<file path="config.mk">
export PLATFORM = sky130hd
export DESIGN_NAME = ct_branch_resolver
export DESIGN_NICKNAME = d
export VERILOG_FILES = /design/src/rtl/ct_br_pkg.sv /design/src/rtl/ct_br_tgt_calc.sv /design/src/rtl/ct_br_sequencer.sv /design/src/rtl/ct_branch_resolver.sv
export SDC_FILE = /design/constraint.sdc
export NUM_CORES = 1
export LEC_CHECK = 0
export BUFFER_PORTS_ARGS = -buffer_cell sky130_fd_sc_hd__buf_2
export CORE_ASPECT_RATIO = 0.75
export CORE_MARGIN = 2
export CORE_UTILIZATION = 45
export CTS_CLUSTER_SIZE = 30
export DETAILED_ROUTE_END_ITERATION = 7
export HOLD_SLACK_MARGIN = 0.05
export PLACE_DENSITY_LB_ADDON = 0.25
export REMOVE_ABC_BUFFERS = 1
export SLEW_MARGIN = 20
export SYNTH_ARGS = -nofsm -noshare
export SYNTH_HDL_FRONTEND = slang
export SYNTH_SLANG_ARGS = --single-unit
</file>
<file path="constraint.sdc">
create_clock -name clk -period 1.95 [get_ports clk]
set_input_delay 0.195 -clock clk [delete_from_list [all_inputs] [get_ports clk]]
set_output_delay 0.195 -clock clk [all_outputs]
set_load 0.02 [all_outputs]
</file>
<file path="src/rtl/ct_br_pkg.sv">
package ct_br_pkg;

  typedef enum logic [0:0] {
    ST_IDLE = 1'b0,
    ST_HOLD = 1'b1
  } br_seq_state_e;

endpackage

</file>
<file path="src/rtl/ct_br_tgt_calc.sv">
module ct_br_tgt_calc #(
  parameter int AW = 32,
  parameter int OW = 13
) (
  input  logic [AW-1:0] pc_i,
  input  logic          is_compressed_i,
  input  logic [OW-1:0] offset_i,
  output logic [AW-1:0] seq_addr_o,
  output logic [AW-1:0] tkn_addr_o
);

  localparam int EXT = AW - OW;
  localparam logic [AW-1:0] HALF_MASK = {{(AW-1){1'b1}}, 1'b0};

  logic [AW-1:0] step;
  logic [AW-1:0] off_sext;

  always_comb begin
    step       = is_compressed_i ? AW'(2) : AW'(4);
    off_sext   = {{EXT{offset_i[OW-1]}}, offset_i};
    seq_addr_o = (pc_i + step) & HALF_MASK;
    tkn_addr_o = (pc_i + off_sext) & HALF_MASK;
  end

endmodule

</file>
<file path="src/rtl/ct_br_sequencer.sv">
module ct_br_sequencer
  import ct_br_pkg::*;
#(
  parameter int AW            = 32,
  parameter int SEP_TGT_ADDER = 1
) (
  input  logic          clk,
  input  logic          rst_n,
  input  logic          issue_i,
  input  logic          taken_i,
  input  logic          secure_i,
  input  logic [AW-1:0] seq_addr_i,
  input  logic [AW-1:0] tkn_addr_i,
  output logic          redirect_o,
  output logic [AW-1:0] target_o,
  output logic          stall_o
);

  br_seq_state_e state_q, state_d;
  logic          redir_q, redir_d;
  logic [AW-1:0] tgt_q, tgt_d;
  logic          hold_en;
  logic          defer;
  logic          hold_tkn_q;
  logic [AW-1:0] hold_seq_q, hold_tgt_q;

  // Deferred resolution happens only with the separate adder in protected mode.
  generate
    if (SEP_TGT_ADDER != 0) begin : g_sep
      assign defer = secure_i;
      always_ff @(posedge clk or negedge rst_n) begin
        if (!rst_n) begin
          hold_tkn_q <= 1'b0;
          hold_seq_q <= '0;
          hold_tgt_q <= '0;
        end else if (hold_en) begin
          hold_tkn_q <= taken_i;
          hold_seq_q <= seq_addr_i;
          hold_tgt_q <= tkn_addr_i;
        end
      end
    end else begin : g_fused
      assign defer      = 1'b0;
      assign hold_tkn_q = 1'b0;
      assign hold_seq_q = '0;
      assign hold_tgt_q = '0;
    end
  endgenerate

  always_comb begin
    state_d = state_q;
    redir_d = 1'b0;
    tgt_d   = '0;
    hold_en = 1'b0;
    unique case (state_q)
      ST_IDLE: begin
        if (issue_i) begin
          if (defer) begin
            state_d = ST_HOLD;
            hold_en = 1'b1;
          end else begin
            redir_d = taken_i | secure_i;
            if (taken_i)       tgt_d = tkn_addr_i;
            else if (secure_i) tgt_d = seq_addr_i;
          end
        end
      end
      ST_HOLD: begin
        state_d = ST_IDLE;
        redir_d = 1'b1;
        tgt_d   = hold_tkn_q ? hold_tgt_q : hold_seq_q;
      end
      default: state_d = ST_IDLE;
    endcase
  end

  always_ff @(posedge clk or negedge rst_n) begin
    if (!rst_n) begin
      state_q <= ST_IDLE;
      redir_q <= 1'b0;
      tgt_q   <= '0;
    end else begin
      state_q <= state_d;
      redir_q <= redir_d;
      tgt_q   <= tgt_d;
    end
  end

  assign redirect_o = redir_q;
  assign target_o   = tgt_q;
  assign stall_o    = (state_q == ST_HOLD);

endmodule

</file>
<file path="src/rtl/ct_branch_resolver.sv">
module ct_branch_resolver #(
  parameter int AW            = 32,
  parameter int OW            = 13,
  parameter int SECURE_EN     = 1,
  parameter int SEP_TGT_ADDER = 1
) (
  input  logic          clk,
  input  logic          rst_n,
  input  logic          br_valid_i,
  input  logic [AW-1:0] pc_i,
  input  logic          is_compressed_i,
  input  logic          cond_taken_i,
  input  logic [OW-1:0] offset_i,
  input  logic          secure_mode_i,
  output logic          redirect_o,
  output logic [AW-1:0] target_o,
  output logic          stall_o
);

  logic          sec_act;
  logic [AW-1:0] seq_addr;
  logic [AW-1:0] tkn_addr;

  generate
    if (SECURE_EN != 0) begin : g_sec
      assign sec_act = secure_mode_i;
    end else begin : g_nosec
      logic unused_mode;
      assign unused_mode = secure_mode_i;
      assign sec_act     = 1'b0;
    end
  endgenerate

  ct_br_tgt_calc #(.AW(AW), .OW(OW)) u_calc (
    .pc_i            (pc_i),
    .is_compressed_i (is_compressed_i),
    .offset_i        (offset_i),
    .seq_addr_o      (seq_addr),
    .tkn_addr_o      (tkn_addr)
  );

  ct_br_sequencer #(.AW(AW), .SEP_TGT_ADDER(SEP_TGT_ADDER)) u_seq (
    .clk        (clk),
    .rst_n      (rst_n),
    .issue_i    (br_valid_i),
    .taken_i    (cond_taken_i),
    .secure_i   (sec_act),
    .seq_addr_i (seq_addr),
    .tkn_addr_i (tkn_addr),
    .redirect_o (redirect_o),
    .target_o   (target_o),
    .stall_o    (stall_o)
  );

endmodule

</file>
== Word level (Yosys, flattened, before mapping) ==
Index checks and enable logic that the tools add are counted.

* Register bits: 97
* Bits of input ports: 51
* Output and inout bits: 34
* Logic and storage cells: 23

* Add/subtract/negate cells: 2
* Multiplexer cells: 13
* Bitwise logic cells: 2

{| class="wikitable"
|+ Operators by type and width
! kind !! number
|-
| $mux 32 || 4
|-
| $add 32x32->32 || 2
|-
| $pmux 32 s2 || 1
|-
| $mux 1 || 5
|-
| $pmux 1 s2 || 2
|-
| $mux 3 || 1
|-
| $not 1->1 || 1
|-
| $or 1x1->1 || 1
|}

== Depth between registers and ports, before layout ==
Gate-level depths: netlist (run 1).

* Depth after elaboration: 5
* Mapped depth: 9
* Gate-level depth less buffers: 9

== By module ==
A second synthesis (run 1) with hierarchy kept.

* Cells, all modules: 594
* Area, all modules: 6,548.8 µm²

{| class="wikitable"
|+ By module, submodules not included
! module !! times used !! cells each !! area each (µm²) !! seq. area each (µm²)
|-
| ct_br_sequencer || 1 || 252 || 4,177.8 || 2,477.4
|-
| ct_br_tgt_calc || 1 || 342 || 2,371.0 || 0.0
|}

== Worst setup path after synthesis (run 1) ==
OpenSTA, ideal clock, no wires.

* Kind: input to register
* From: input port pc_i[16]
* To: register u_seq.hold_tgt_q[27]
* Library setup time: 0.125 ns
* Data arrival time: 2.074 ns
* Data required time: 1.825 ns
* Setup slack: -0.249 ns
* Stages: 9
* Buffers on the path: 1
* Path through: ha_1 buf_6 a21oi_2 o21ai_1 o211a_1 o311a_1 or3_1 xor2_1 mux2_2

* Cells in the longest elaborated chain, start to end: 1

{| class="wikitable"
|+ Ends and longest elaborated chain
! what !! RTL line !! source
|-
| from (decl) || ct_branch_resolver.sv:10 || <nowiki>input logic [AW-1:0] pc_i,</nowiki>
|-
| $add 32x32->32 || ct_br_tgt_calc.sv:22 || <nowiki>tkn_addr_o = (pc_i + off_sext) & HALF_MASK;</nowiki>
|-
| to (signal assigned) || ct_br_sequencer.sv:39 || <nowiki>hold_tgt_q <= tkn_addr_i;</nowiki>
|-
| to (decl) || ct_br_sequencer.sv:25 || <nowiki>logic [AW-1:0] hold_seq_q, hold_tgt_q;</nowiki>
|}

No other way between the ends.
A chain may end at the register's enable or synchronous reset.

== Worst setup path in the final report (run 1) ==
* From: input port offset_i[12]
* To: register u_seq.tgt_q[28] (netlist: u_seq.target_o[28])

* Cells in the longest elaborated chain, start to end: 5

{| class="wikitable"
|+ Ends and longest elaborated chain
! what !! RTL line !! source
|-
| from (decl) || ct_branch_resolver.sv:13 || <nowiki>input logic [OW-1:0] offset_i,</nowiki>
|-
| $add 32x32->32 || ct_br_tgt_calc.sv:22 ||
|-
| $mux 32 || ct_br_sequencer.sv:63 || <nowiki>if (taken_i) tgt_d = tkn_addr_i;</nowiki>
|-
| $mux 32 || ct_br_sequencer.sv:58 || <nowiki>if (defer) begin</nowiki>
|-
| $mux 32 || ct_br_sequencer.sv:57 || <nowiki>if (issue_i) begin</nowiki>
|-
| $pmux 32 s2 || ct_br_sequencer.sv:55 || <nowiki>unique case (state_q)</nowiki>
|-
| via u_seq.tgt_d[28] || ct_br_sequencer.sv:21 || <nowiki>logic [AW-1:0] tgt_q, tgt_d;</nowiki>
|-
| to (signal assigned) || ct_br_sequencer.sv:85 || <nowiki>tgt_q <= tgt_d;</nowiki>
|-
| to (decl) || ct_br_sequencer.sv:21 ||
|}

The timed path passes the listed nets, and every way through them passes these cells.

==> results of run 1 <==
[metal layers]
layer / wire length [µm] / vias up
li1: - / 2949
met1: 9532 / 2989
met2: 9224 / 199
met3: 1232 / 26
met4: 338 / 0
met5: 0 / -
[power groups by stage]
stage | sequential, mW | clock, mW | combinational (mW)
after CTS | 2.51 | 2.13 | 2.29
after global placement | 2.52 | 0 | 2.08
after floorplan | 2.61 | 0 | 1.10
after detailed placement | 2.54 | 0 | 2.14
final | 2.51 | 2.09 | 2.47
after global routing | 2.55 | 2.22 | 2.67
[what timing repair did]
action | in CTS | in global routing
gates resized for setup | 64 | 60
endpoints found under the setup margin | 39 | 38
hold buffers | 2 | 0
hold endpoints to repair | 30 | 0
pin swaps | 21 | 43
buffers inserted | 2 | 5
[cells in the mapped netlist (3+ instances only)]
master       n
a22o_1      21
o31ai_1     10
o21ai_1      4
o2111ai_1    6
inv_1       14
xnor2_1     31
nand2_1    121
o21bai_1     7
nor2_1      25
and2_1       3
or2_2        4
buf_2        6
nand3_1     17
o21a_1       8
a21o_1      12
nor3_1       9
dfrtp_1     96
and4_1       5
nand4_1     17
a21oi_1     28
or3_1        3
ha_1        32
a21oi_2      5
and3_1       9
mux2_2      42
clkbuf_1    27
a31oi_1      5
o211ai_1     9
o21ai_0     46
xor2_1      22
[worst max-delay path by stage]
stage / to / depth (start not counted)
6_report: u_seq.target_o[28] / 10
5_1_grt: u_seq.target_o[28] / 10
4_1_cts: u_seq.hold_tgt_q[27] / 12
3_5_place_dp: u_seq.hold_tgt_q[16] / 10
3_3_place_gp: u_seq.target_o[28] / 11
2_1_floorplan: u_seq.hold_tgt_q[10] / 3
[layout make-up]
class                      instances  area, µm²
tap                              175      219.0
clock inverter                     6      116.4
sequential                        96       2402
multi-input combinational        541       4414
inverter                          14      52.55
clock buffer                      10      239.0
fill                            1044       4427
timing repair buffer             259       1833
[critical path, stage by stage]
cell,delay [ns]
buf_12,0.14
buf_6,0.13
ha_4,0.27
nand4_1,0.23
or4_4,0.62
nor2_4,0.10
o31ai_2,0.07
o211ai_1,0.18
nor3_2,0.12
o31ai_2,0.25
[kinds of logic after synthesis]
family / after synthesis / share of synthesized area [%]
multiplexers: 42 / 7.485
buffers and inverters: 50 / 3.267
AND/OR/NAND/NOR: 230 / 17.23
XOR/XNOR: 53 / 7.346
flip-flops: 96 / 38.02
other: 1 / 0.05935
adder cells (fa/ha/maj): 34 / 6.970
AO/OA/AOI/OAI: 181 / 19.62
[through the flow]
stage / util (%) / TNS [ns] / std cells
detailed placement: 59.28 / -24.87 / 1078
CTS: 64.87 / -0.2692 / 1097
global placement: 59.28 / -22.53 / 1078
floorplan: - / -36.33 / 651
global route: 67.70 / -1.203 / 1101
finish: 67.70 / -0.3688 / 1101
[state kept, by name, summed over array words and instances, names as in the netlist]
name and count:
u_seq.target_o 31, u_seq.redirect_o 1, u_seq.hold_tkn_q 1, u_seq.hold_seq_q 31, u_seq.stall_o 1, u_seq.hold_tgt_q 31
==> flow_metrics.tcl, run 1 <==
set metrics [dict create \
    status "finished with violations" \
    violations "negative setup slack" \
    crit-reg2reg-launch "u_seq.stall_o" \
    ant_nets 0 \
    p_leak_nw 4.243 \
    gp_congestion 0.9281 \
    start_util_pct 46.11 \
    synth_seq_cells 96 \
    area_delta_synth_final_pct 46.81 \
    core_area_mm2 0.01370 \
    post-route-drc-count 0 \
    yosysUniqueCellTypes 64 \
    clkSinkCount 96 \
    diodes 0 \
    combPwrFrac_pct 34.9 \
    start_kind "input port" \
    post-dp-hpwl_mm 14.88 \
    grt_pass1_vias 6185 \
    die_area_mm2 0.01501 \
    finalNetCount 1006 \
    tritoncts "built" \
    worst_pin_slew_ns 0.5507 \
    slew_violations 0 \
    met1_usage_pct 39.18 \
    place_ws_ns -0.6498 \
    numCtsBuffers 9 \
    hold_viol_final 0 \
    io_pins 85 \
    max_cap_violations 0 \
    finalCriticalPeriod_ns 2.049 \
    yosys.area.top_type "dfrtp_1" \
    wl_mm 20.33 \
    grt_antenna_before_repair 0 \
    yosysWarnings 0 \
    startpoint "offset_i[12]" \
    most-common-layout-cells "buf_4, nand2_1, dfrtp_1" \
    drive_gt1_share_pct 45.25 \
    die_x_um 140.8 \
    worstPathArrival_ns 2.31 \
    rows 37 \
    chipHeight_um 106.6 \
    crit_path_end_kind "register" \
    worstReg2RegEnd "u_seq.hold_tgt_q[21]" \
    synth.cell_area_mm2 0.006319 \
    switchingPower_mw 2.221 \
    met3_usage_pct 4.511 \
    clkTransAtPathRegs_ns 0.07 \
    wl_per_cell_um 18.46 \
    period_share_pct 105.1 \
    syn_inst 687 \
    finalInstanceArea_mm2 0.009276 \
    peakVddDrop_v 0.0004564 \
    yosys-top-cells-area "dfrtp_1, mux2_2, nand2_1" \
    cp_max_fo 10 \
    synth_top_area_share_pct 38.02 \
    p_per_area_mw_per_mm2 762.4 \
    grt_overflow_total 0 \
    setup_viol 6 \
    power_frac_clock_pct 29.6 \
    hold_depth 3 \
    slew_headroom_pct 62.90 \
    finalPower_mw 7.072 \
    via_per_inst 5.598 \
    min_from "pc_i[31]" \
    clock_latency_ns 0.36 \
    avgSynthCellArea_um2 9.197 \
    intPower_mw 4.851 \
    placed_area_mm2 0.008123 \
    finalWorstSetupSlack_ns -0.09869 \
    cts_root_buf "clkbuf_16" \
    grt_pass1_wl_mm 31.96 \
    finClkSkew_ns 0.005464 \
    critical_path_required_ns 2.22 \
    drtPass1Iterations 7 \
    cts_buffer_depth 2 \
    busiest_layer "met2" \
    p_seq_share_pct 35.5 \
    async_flop_share_pct 100.0 \
    reg2reg_slack_ns 0.39 \
    whs_ns 0.1697 \
    hp-class "input port to register" \
    hold_path_end "u_seq.hold_seq_q[31]" \
    grt.total_usage_pct 27.35 \
    rsz0062_at_grt "yes" \
    path_class "input port to register" \
    grt_max_degree 50 \
    ys.flop_type "dfrtp_1" \
    fmax_mhz 488.1 \
    reg2reg_depth 4 \
    synth_edf_count 0 \
    ys_seq_area_share_pct 38.02 \
    final_common_cell "buf_4" \
    vias 6163 \
    grt_use_met2_pct 42.65 \
    p_sw_share_pct 31.41 \
    first_iter_violations 460 \
    port_buffers 83 \
    htreeDepth 3 \
]
No activity file was read; power rests on OpenSTA's default activity.
==> run 2: changes to the inputs <==
==> constraint.sdc (replaced) <==
create_clock -name clk -period 2 [get_ports clk]
set_input_delay 0.2 -clock clk [delete_from_list [all_inputs] [get_ports clk]]
set_output_delay 0.2 -clock clk [all_outputs]
set_load 0.02 [all_outputs]
==> run 2 against run 1 <==
The flow still finishes with violations (negative setup slack). Critical endpoint unchanged. Worst setup slack improved by 0.057 ns. Global-route usage increased by 0.086 points. Non-clock buffer count increased by 15. Routed wire length increased by 1.8%. Cell count increased by 1.4%. Clock power decreased by 14%. Clock skew increased by 0.0040 ns. Cell area decreased by 0.50%. Combinational power decreased by 3%. Sequential power decreased by 2%. Critical path type unchanged. Total power decreased by 6.1%.
==> flow_metrics.tcl, run 2 (synthesis gave the netlist of run 1 again) <==
set metrics [dict create \
    power_frac_clock_pct 27.0 \
    finalWorstSetupSlack_ns -0.04173 \
    p_per_area_mw_per_mm2 719.4 \
    path_class "input port to register" \
    final_common_cell "buf_4" \
    grt_pass1_vias 6189 \
    clock_latency_ns 0.36 \
    peakVddDrop_v 0.0004266 \
    io_pins 85 \
    seqCellArea_mm2 0.002402 \
    post-dp-hpwl_mm 14.88 \
    wl_mm 20.70 \
    finClkSkew_ns 0.009477 \
    finish.utilization_pct 67.36 \
    crit_buf_inv 3 \
    drtPass1Iterations 5 \
    core_area_mm2 0.01370 \
    cts_buffer_depth 2 \
    rsz0062_at_grt "yes" \
    most-common-layout-cells "buf_4, nand2_1, dfrtp_1" \
    area_delta_synth_final_pct 46.08 \
    finalCriticalPeriod_ns 2.042 \
    fmax_mhz 489.8 \
    grt.total_usage_pct 27.44 \
    cp_max_fo 4 \
    ant_nets 0 \
    crit_family "compound AO/OA/AOI/OAI gates" \
    via_per_inst 5.607 \
    max_stage_delay_ns 0.30 \
    placed_area_mm2 0.008103 \
    worstPathCellList "buf_2 -> ha_4 -> a21o_1 -> a31oi_1 -> buf_4 -> o21ai_1 -> a311oi_2 -> buf_4 -> o211ai_1 -> o21a_1 -> o31ai_2" \
    worst_pin_slew_ns 0.5705 \
    clkTransAtPathRegs_ns 0.07 \
    slew_violations 0 \
    period_share_pct 102.1 \
    diodes 0 \
    htreeDepth 3 \
    start_util_pct 46.11 \
    max_cap_violations 0 \
    setup_tns_ns -0.1953 \
    gp_congestion 0.9399 \
    first_iter_violations 427 \
    wl_per_cell_um 18.55 \
    violations "negative setup slack" \
    vias 6257 \
    clkSinkCount 96 \
    tritoncts "built" \
    rows 37 \
    drive_gt1_share_pct 45.16 \
    dp.cells 1077 \
    start_kind "input port" \
    intPower_mw 4.441 \
    cts_root_buf "clkbuf_16" \
    whs_ns 0.1743 \
    die_x_um 140.8 \
    fillers 1059 \
    finalInstanceArea_mm2 0.009230 \
    hp-class "input port to register" \
    status "finished with violations" \
    numCtsBuffers 9 \
    p_leak_nw 4.277 \
    combPwrFrac_pct 36.1 \
    worstPathArrival_ns 2.31 \
    setup_viol 7 \
    multi_input_area_mm2 0.004285 \
    finalNetCount 1021 \
    grt_pass1_wl_mm 32.09 \
    p_seq_share_pct 36.9 \
    crit_path_end_kind "register" \
    critical_path_required_ns 2.27 \
    port_buffers 83 \
    layout.cells.non_filler 1116 \
    grt_max_degree 50 \
    slew_headroom_pct 61.92 \
    hold_viol_final 0 \
    grt_antenna_before_repair 0 \
    switchingPower_mw 2.199 \
    die_area_mm2 0.01501 \
    post-route-drc-count 0 \
    p_sw_share_pct 33.12 \
    grt_overflow_total 0 \
    cp_slowest_cell "a311oi_2" \
    chipHeight_um 106.6 \
    critPathMostFrequentCell "buf_4" \
]
run 2: path summary, 6_finish.rpt:
kind                       slack [ns]                 from  cells after the start                   end
setup / recovery                -0.04             pc_i[17]                     11    u_seq.target_o[28]
hold / removal                   0.17             pc_i[30]                      3  u_seq.hold_seq_q[30]
setup reg to reg                 0.40        u_seq.stall_o                      4  u_seq.hold_tgt_q[10]
hold reg to reg                  0.47  u_seq.hold_tgt_q[1]                      2   u_seq.hold_tgt_q[1]
max in group asynchronous        1.00                rst_n                      3  u_seq.hold_tgt_q[29]
min in group asynchronous        0.33                rst_n                      2   u_seq.hold_tgt_q[8]
run 2: stage by stage:
step           total power [mW]  worst slack [ns]
6_report                  6.640          -0.04173
2_1_floorplan             3.614           -0.9826
3_3_place_gp              4.480           -0.6493
3_5_place_dp              4.563           -0.6259
5_1_grt                   6.978           -0.1206
4_1_cts                   6.494          -0.02174
run 2: per-layer routing:
metal	part of all wire (%)	wire [µm]	GRT usage, %	vias to the layer above
met5	0	0	0	-
met4	1.7	354	8.000	0
met3	4.9	1016	4.913	31
met2	46	9590	42.89	172
met1	47	9742	39.22	3075
li1	-	-	-	2979
run 2: worst reg2reg max path, cell delays in order, from the launching register on:
cell     delay (ns)
dfrtp_1        0.41
or2_2          0.33
inv_1          0.06
buf_4          0.29
mux2_2         0.39
run 2: cell type report:
type | instances | area share (%)
multi-input combinational | 541 | 46.43
sequential | 96 | 26.03
timing repair buffer | 274 | 21.30
clock buffer | 9 | 2.440
tap | 175 | 2.372
clock inverter | 7 | 0.8676
inverter | 14 | 0.5693
run 2: repair_timing:
| action | in CTS | in global routing |
|---|---|---|
| hold buffers | 2 | 0 |
| endpoints found under the hold margin | 29 | 0 |
| endpoints found under the setup margin | 38 | 40 |
| buffers inserted | 10 | 10 |
| gates resized for setup | 54 | 60 |
| pin swaps | 18 | 38 |
| gates cloned | 0 | 1 |
run 2: power by group through the flow:
stage	registers (mW)	clock network (mW)	logic (mW)
3_3_place_gp	2.46	0	2.02
2_1_floorplan	2.54	0	1.07
4_1_cts	2.45	1.82	2.22
5_1_grt	2.49	1.91	2.58
6_report	2.45	1.79	2.40
3_5_place_dp	2.48	0	2.09
==> run 3: changes to the inputs <==
--- a/config.mk
+++ b/config.mk
@@ -5,12 +5,12 @@
 export SDC_FILE = /design/constraint.sdc
 export NUM_CORES = 1
 export LEC_CHECK = 0
-export BUFFER_PORTS_ARGS = -buffer_cell sky130_fd_sc_hd__buf_2
 export CORE_ASPECT_RATIO = 0.75
 export CORE_MARGIN = 2
 export CORE_UTILIZATION = 45
 export CTS_CLUSTER_SIZE = 30
 export DETAILED_ROUTE_END_ITERATION = 7
+export DONT_BUFFER_PORTS = 1
 export HOLD_SLACK_MARGIN = 0.05
 export PLACE_DENSITY_LB_ADDON = 0.25
 export REMOVE_ABC_BUFFERS = 1
==> run 3 against run 2 <==
The flow finishes with violations (negative hold slack). Sequential power is 4% higher. Sequential cell count stayed put. Count of clock-buffer cells in the layout stayed put. Hold slack worse by 0.64 ns. Clock skew is 0.0017 ns lower. Maximum frequency is 3.9% higher.
==> flow_metrics.tcl, run 3 (synthesis gave the netlist of run 1 again) <==
set metrics [dict create \
    finalNetCount 879 \
    drtPass1Iterations 6 \
    diodes 0 \
    status "finished with violations" \
    via_per_inst 5.768 \
    crit_path_end_kind "register" \
    placed_area_mm2 0.007239 \
    setup_viol 0 \
    first_iter_violations 338 \
    hold_viol_final 96 \
    htreeDepth 3 \
    tritoncts "built" \
    cts_root_buf "clkbuf_16" \
    core_area_mm2 0.01370 \
    cts_buffer_depth 2 \
    rows 37 \
    die_area_mm2 0.01501 \
    slew_headroom_pct 66.41 \
    grt_antenna_before_repair 1 \
    cp-endpoint "u_seq.hold_tgt_q[30]" \
    path_class "input port to register" \
    finalCriticalPeriod_ns 1.966 \
    ant_nets 0 \
    io_pins 85 \
    setup_tns_ns 0 \
    area_delta_synth_final_pct 24.91 \
    final_common_cell "nand2_1" \
    max_cap_violations 0 \
    drive_gt1_share_pct 27.78 \
    finish.utilization_pct 57.60 \
    p_leak_nw 3.547 \
    cp_max_fo 7 \
    post-dp-hpwl_mm 13.62 \
    numCtsBuffers 9 \
    start_kind "input port" \
    reg2reg_depth 4 \
    wl_mm 18.69 \
    finalPower_mw 6.121 \
    grt_max_degree 97 \
    fillers 1196 \
    finClkSkew_ns 0.007747 \
    finalInstanceArea_mm2 0.007893 \
    port_buffers 0 \
    worstReg2RegEnd "u_seq.hold_tgt_q[11]" \
    whs_ns -0.4662 \
    peakVddDrop_v 0.0003902 \
    die_x_um 140.8 \
    p_per_area_mw_per_mm2 775.6 \
    wl_per_cell_um 19.18 \
    startpoint "pc_i[6]" \
    clock_latency_ns 0.36 \
    crit-reg2reg-launch "u_seq.stall_o" \
    grt_overflow_total 0 \
    vias 5618 \
    fmax_mhz 508.7 \
    reg2reg_slack_ns 0.43 \
    cts_hold_buf 15 \
    period_share_pct 98.29 \
    clkSinkCount 96 \
    rsz0062_at_grt "yes" \
    most-common-layout-cells "nand2_1, buf_4, dfrtp_1" \
    clkTransAtPathRegs_ns 0.07 \
    worst_pin_slew_ns 0.4986 \
    grt.total_usage_pct 25.35 \
    chipHeight_um 106.6 \
    slew_violations 0 \
    violations "negative hold slack" \
    grt_pass1_wl_mm 29.69 \
    start_util_pct 46.11 \
    grt_pass1_vias 5654 \
    critical_path_required_ns 2.26 \
    post-route-drc-count 0 \
    worstPathArrival_ns 2.22 \
    gp_congestion 0.9786 \
    hp-class "input port to async pin" \
]
==> run 3: how the worst min path moves through the flow <==
stage | endpoint | slack [ns] | depth (start not counted)
finish | u_seq.hold_seq_q[12] | -0.47 | 0
global route | u_seq.hold_tgt_q[1] | -0.49 | 0
CTS | u_seq.hold_seq_q[14] | -0.48 | 0
detailed placement | u_seq.hold_tgt_q[9] | -0.09 | 0
floorplan | u_seq.hold_seq_q[10] | -0.1 | 0
global placement | u_seq.target_o[9] | -0.09 | 0
==> run 3: area by class of cell <==
| class | instances | area, µm² | area share [%] |
|---|---|---|---|
| clock buffers | 9 | 225.2 | 2.854 |
| clock inverters | 7 | 80.08 | 1.015 |
| inverters | 14 | 52.55 | 0.6658 |
| multi-input cells | 541 | 3872 | 49.06 |
| flip-flops and latches | 96 | 2402 | 30.44 |
| well taps | 175 | 219.0 | 2.774 |
| repair buffers | 132 | 1041 | 13.19 |
==> run 3: report_power, final <==
group	total [mW]	switching (mW)	internal (mW)
Sequential	2.55	0.268	2.28
Combinational	1.79	0.870	0.918
Clock	1.79	0.806	0.980
Total	6.12	1.94	4.18
==> run 3: routing by layer <==
layer  vias up  part of all wire [%]  GRT usage, %  routed length (µm)
li1       2692                     -             -                   -
met1      2745                    48         36.11                9005
met2       162                    45         38.68                8352
met3        19                   5.5         5.717                1036
met4         0                   1.6         7.643                 291
met5         -                     0             0                   0
==> run 3: timing repair <==
action	in CTS	in global routing
resized for setup	5	31
pin swaps	1	13
hold endpoints to repair	111	96
buffers inserted	0	5
setup endpoints to repair	14	35
==> run 3: worst max-delay path: stages <==
cell       delay (ns)
ha_1             0.28
a21oi_1          0.14
o21bai_1         0.18
a311oi_2         0.18
buf_4            0.18
o2111ai_2        0.27
nand4_1          0.26
and3_1           0.28
o31ai_1          0.25
==> run 3: metrics by stage <==
stage	hold WS (ns)	setup slack, ns	cells
after floorplan	-0.09559	-0.9826	651
after global placement	-0.09207	-0.4368	938
after detailed placement	-0.09227	-0.4175	938
after CTS	-0.4800	-0.01617	969
after global routing	-0.4860	-0.04541	974
final	-0.4662	0.03412	974
